<file path="src/rtl/wiper_pkg.sv">
package wiper_pkg;
    typedef enum logic [1:0] {
        CLS_USER = 2'd0,
        CLS_POT0 = 2'd1,
        CLS_POT1 = 2'd2,
        CLS_RSV  = 2'd3
    } addr_cls_e;
endpackage

</file>
<file path="src/rtl/wiper_decode.sv">
module wiper_decode
    import wiper_pkg::*;
#(
    parameter int ADDR_W    = 8,
    parameter int POT0_ADDR = 'hF9,
    parameter int POT1_ADDR = 'hF8,
    parameter int USER_LAST = 'hF7
) (
    input  logic [ADDR_W-1:0] addr_i,
    output addr_cls_e         cls_o
);
    localparam logic [ADDR_W-1:0] A_POT0 = ADDR_W'(POT0_ADDR);
    localparam logic [ADDR_W-1:0] A_POT1 = ADDR_W'(POT1_ADDR);
    localparam logic [ADDR_W-1:0] A_LAST = ADDR_W'(USER_LAST);

    always_comb begin
        if (addr_i <= A_LAST)       cls_o = CLS_USER;
        else if (addr_i == A_POT0)  cls_o = CLS_POT0;
        else if (addr_i == A_POT1)  cls_o = CLS_POT1;
        else                        cls_o = CLS_RSV;
    end
endmodule

</file>
<file path="src/rtl/wiper_clamp.sv">
module wiper_clamp #(
    parameter int IN_W  = 8,
    parameter int POS   = 100,
    parameter int OUT_W = (POS > 1) ? $clog2(POS) : 1
) (
    input  logic [IN_W-1:0]  raw_i,
    output logic [OUT_W-1:0] tap_o
);
    generate
        if (POS < (2 ** IN_W)) begin : g_clamp
            localparam logic [IN_W-1:0] TOP = IN_W'(POS - 1);
            always_comb begin
                if (raw_i > TOP) tap_o = OUT_W'(TOP);
                else             tap_o = OUT_W'(raw_i);
            end
            // tap index stays within the legal positions
            always_comb begin
                p_tap_range_r3: assert (tap_o <= OUT_W'(TOP));
            end
        end else begin : g_pass
            assign tap_o = OUT_W'(raw_i);
        end
    endgenerate
endmodule

</file>
<file path="src/rtl/wiper_ctrl.sv">
module wiper_ctrl
    import wiper_pkg::*;
#(
    parameter int ADDR_W    = 8,
    parameter int DATA_W    = 8,
    parameter int POS0      = 100,
    parameter int POS1      = 256,
    parameter int POT0_ADDR = 'hF9,
    parameter int POT1_ADDR = 'hF8,
    parameter int USER_LAST = 'hF7,
    localparam int TAP0_W   = $clog2(POS0),
    localparam int TAP1_W   = $clog2(POS1)
) (
    input  logic              clk,
    input  logic              rst_n,
    input  logic              wr_commit_i,
    input  logic [ADDR_W-1:0] wr_addr_i,
    input  logic [DATA_W-1:0] wr_data_i,
    input  logic              wp_i,
    input  logic [DATA_W-1:0] nv_pot0_i,
    input  logic [DATA_W-1:0] nv_pot1_i,
    input  logic [ADDR_W-1:0] rd_addr_i,
    output logic [DATA_W-1:0] rd_data_o,
    output logic              mem_we_o,
    output logic [TAP0_W-1:0] tap0_o,
    output logic [TAP1_W-1:0] tap1_o
);
    typedef struct packed {
        logic [DATA_W-1:0] pot0;
        logic [DATA_W-1:0] pot1;
    } wiper_state_t;

    wiper_state_t st_d, st_q;
    addr_cls_e    wr_cls, rd_cls;
    logic         wr_ok;

    wiper_decode #(
        .ADDR_W(ADDR_W), .POT0_ADDR(POT0_ADDR),
        .POT1_ADDR(POT1_ADDR), .USER_LAST(USER_LAST)
    ) u_wr_dec (.addr_i(wr_addr_i), .cls_o(wr_cls));

    wiper_decode #(
        .ADDR_W(ADDR_W), .POT0_ADDR(POT0_ADDR),
        .POT1_ADDR(POT1_ADDR), .USER_LAST(USER_LAST)
    ) u_rd_dec (.addr_i(rd_addr_i), .cls_o(rd_cls));

    assign wr_ok = wr_commit_i && !wp_i;

    always_comb begin
        st_d = st_q;
        if (wr_ok) begin
            case (wr_cls)
                CLS_POT0: st_d.pot0 = wr_data_i;
                CLS_POT1: st_d.pot1 = wr_data_i;
                default:  ;
            endcase
        end
        if (!rst_n) begin
            st_d.pot0 = nv_pot0_i;
            st_d.pot1 = nv_pot1_i;
        end
    end

    always_ff @(posedge clk) begin
        st_q <= st_d;
    end

    assign mem_we_o = wr_ok && (wr_cls == CLS_USER);

    always_comb begin
        case (rd_cls)
            CLS_POT0: rd_data_o = st_q.pot0;
            CLS_POT1: rd_data_o = st_q.pot1;
            default:  rd_data_o = '0;
        endcase
    end

    wiper_clamp #(.IN_W(DATA_W), .POS(POS0), .OUT_W(TAP0_W))
        u_clamp0 (.raw_i(st_q.pot0), .tap_o(tap0_o));
    wiper_clamp #(.IN_W(DATA_W), .POS(POS1), .OUT_W(TAP1_W))
        u_clamp1 (.raw_i(st_q.pot1), .tap_o(tap1_o));

    p_wp_hold_r6: assert property (@(posedge clk) disable iff (!rst_n)
        (wr_commit_i && wp_i) |=> ($stable(st_q.pot0) && $stable(st_q.pot1)));

    p_rsv_hold_r5: assert property (@(posedge clk) disable iff (!rst_n)
        (wr_commit_i && wr_addr_i > ADDR_W'(USER_LAST)
         && wr_addr_i != ADDR_W'(POT0_ADDR) && wr_addr_i != ADDR_W'(POT1_ADDR))
        |=> ($stable(st_q.pot0) && $stable(st_q.pot1)));

    p_idle_hold_r7: assert property (@(posedge clk) disable iff (!rst_n)
        !wr_commit_i |=> ($stable(st_q.pot0) && $stable(st_q.pot1)));

    p_pot0_write_r2: assert property (@(posedge clk) disable iff (!rst_n)
        (wr_commit_i && !wp_i && wr_addr_i == ADDR_W'(POT0_ADDR))
        |=> (st_q.pot0 == $past(wr_data_i)));

    p_pot1_write_r4: assert property (@(posedge clk) disable iff (!rst_n)
        (wr_commit_i && !wp_i && wr_addr_i == ADDR_W'(POT1_ADDR))
        |=> (tap1_o == TAP1_W'($past(wr_data_i))));

    p_memwe_r9: assert property (@(posedge clk) disable iff (!rst_n)
        mem_we_o |-> (wr_commit_i && !wp_i && wr_addr_i <= ADDR_W'(USER_LAST)));
endmodule

</file>
<file path="config.mk">
export PLATFORM = sky130hd
export DESIGN_NAME = wiper_ctrl
export DESIGN_NICKNAME = d
export VERILOG_FILES = /design/src/rtl/wiper_pkg.sv /design/src/rtl/wiper_decode.sv /design/src/rtl/wiper_clamp.sv /design/src/rtl/wiper_ctrl.sv
export SDC_FILE = /design/constraint.sdc
export NUM_CORES = 1
export LEC_CHECK = 0
export BUFFER_PORTS_ARGS = -buffer_cell sky130_fd_sc_hd__buf_2
export CORE_MARGIN = 8
export CORE_UTILIZATION = 44
export DETAILED_ROUTE_END_ITERATION = 16
export PLACE_DENSITY = 0.84
export SLEW_MARGIN = 20
export SYNTH_ARGS = -nofsm -noshare
export SYNTH_HDL_FRONTEND = slang
export SYNTH_SLANG_ARGS = --single-unit
</file>
<file path="constraint.sdc">
create_clock -name clk -period 2.5 [get_ports clk]
set_input_delay 0.125 -clock clk [delete_from_list [all_inputs] [get_ports clk]]
set_output_delay 0.125 -clock clk [all_outputs]
set_load 0.03 [all_outputs]
</file>
==> impl_results.md <==
- Area taken by multi-input logic gates: 378 µm²
- Crit end category: primary output
- Top cells by area, synth: edfxtp_1 (48%), o21ai_0 (9.0%), a22oi_1 (6.0%)
- Count of final setup violators: 0
- Worst-margin pin slew: 0.333 ns
- CP Launch Type: flip-flop
- Leakage power figure: 0.658 nW
- Critical Path RT: 2.38 ns
- Core ar.: 2170 µm²
- Clock transition at path regs: 0.08 ns
- RSZ-0062 raised after global routing: false
- Maximum VDD drop: 0.268 mV
- Max-cap check violation count: 0
- First-pass GRT wire length: 4590 µm
- Clock Sinks: 16
- Relative slew margins: 77.8%
- EDFF count, synth: 16
- Slew Viols, Final: 0
- Status: complete, no violations
- Busiest grt layer: met2
- Die W: 63.6 µm
- Drt wl/cell: 13.4 µm
- Met1 Usage GRT: 14.1%
- GRT Util Overall: 13.6%
- ANT nets after route: 0
- Final Wtd Congestion: 0.768
- Vias per std cell: 4.90
- Post-synth top area share: 48.2%
- Most used DFF post-synth: edfxtp_1
- Port bufs: 67
- Root buffer cell: clkbuf_4
- Count of different cell masters after synthesis: 23
- Grt met2 use: 23.8%
- H-Tree Depth: 1
- Hold_buf cts: 0
- Number of antenna violations at the first check in global routing: 0
- Seq/Total Area, Yosys: 48.2%
- Post-synthesis register bit count: 16
- Post-Syn Instances: 112
- Largest stage delay, worst path: 0.42 ns
- Ports: 68
- Filler cells: 217
- Effective utilization at floorplan: 46.0%
- Delay-heaviest family, CP: simple AND/OR/NAND/NOR gates
- Pwr Total: 0.627 mW
- Synth cell count leaders: o21ai_0 (18), edfxtp_1 (16), inv_1 (16)
- 1st-iter DRT viols: 43
- Count leader, synth: o21ai_0
- Worst Path Buf+Inv: 1
- Max reg flops: 16
- Ys Warns: 0
- Worst Path Arrival: 1.72 ns
- FF+latch area: 480 µm²
- Die area: 4050 µm²
- Cell area after synthesis: 997 µm²
- Crit path cell chain: or3_1 -> a31oi_2 -> and2_1 -> buf_2
- Avg Inst Size Synth: 8.90 µm²
- TritonCTS clock tree: yes
- Post-layout min period: 1.84 ns
- Worst min path class: input port to flip-flop
- Vias in the first global route: 1126
- DR DRC count: 0
- Setup TNS: 0 ns
- Share of cells above drive strength 1: 44.2%
- GR Util met3: 4.42%
- P&R area growth vs syn: 33.4%
- Pwr Density: 472 nW/µm²
- Placed wire-length estimate: 2400 µm
- Slowest cell on crit path: edfxtp_1
- Critical path type: flip-flop to primary output
- Final WL: 2680 µm
- Fin. Hold Viols: 0
- Vias post-DR: 979
- Worst-path maximum fanout: 5
- CTS buffer count: 3
- CTS Buffer Depth: 2
- Largest net degree at the start of global routing: 27
- Post-CTS Resized: 0
- N_diodes: 0
- Nets: 219
- Largest regs: st_q x16
- Chip Height: 63.6 µm
- Row count: 17
- Synth area leader: edfxtp_1
- Pre-antenna DRT Iters: 4
- Final cycle utilization of the critical path: 73.8%
- Grt total ovfl: 0
- Syn nets: 158
- Biggest register: st_q
- Post-CTS Setup Bufs: 0
- Final Util: 61.3%
- Ys async rst share: 0%
- Max Fclk: 0.542 GHz
-- worst paths after layout --
path / slack [ns] / start / to / depth (start not counted)
max: 0.66 / st_q[12]$_DFFE_PP_ / tap0_o[3] / 4
min: 0.15 / wr_data_i[1] / st_q[1]$_DFFE_PP_ / 3
-- metrics by stage --
step,cells,instance area [µm²],worst slack [ns],hold slack (ns)
after floorplan,112,997,0.939,0.325
after global placement,196,1300,0.894,0.429
after detailed placement,196,1300,0.832,0.433
after CTS,200,1330,0.630,0.143
after global routing,200,1330,0.538,0.151
final,200,1330,0.656,0.152
-- placed cells by master (no fill, tap or decap), drive strengths merged, types with 2 or more instances in the layout --
cell	count
buf	69
o21ai	18
inv	16
edfxtp	16
nor2	10
nand2	9
a22oi	8
or2	3
and2	3
nand2b	3
clkbuf	3
and3	2
ha	2
a31oi	2
-- layer usage --
layer	part of all wire, %	wire length (µm)	up-vias
li1	-	-	496
met1	42	1130	433
met2	49	1320	48
met3	8.0	215	2
met4	0.89	24	0
met5	0	0	-
-- final cells by class --
class | instances | area share [%]
well taps | 28 | 2.63
clock inverters | 1 | 0.282
inverters | 16 | 4.52
multi-input cells | 67 | 28.4
repair buffers | 69 | 26.3
flip-flops and latches | 16 | 36.1
clock buffers | 3 | 1.69
-- power breakdown --
part           switching, mW  internal [mW]  leakage, nW  total [mW]
sequential            0.0155          0.325        0.156       0.341
combinational          0.100         0.0610        0.486       0.161
clock                 0.0676         0.0578       0.0154       0.125
-- cell families (layout without fill, tap and decap cells) --
kind of cell	Yosys count	count (layout)	synth area share, %
AO/OA/AOI/OAI	30	30	18.2
buffers and inverters	29	89	13.9
adder cells (fa/ha/maj)	2	2	2.51
AND/OR/NAND/NOR	35	35	17.2
flip-flops	16	16	48.2
No activity file was read; power rests on OpenSTA's default activity.
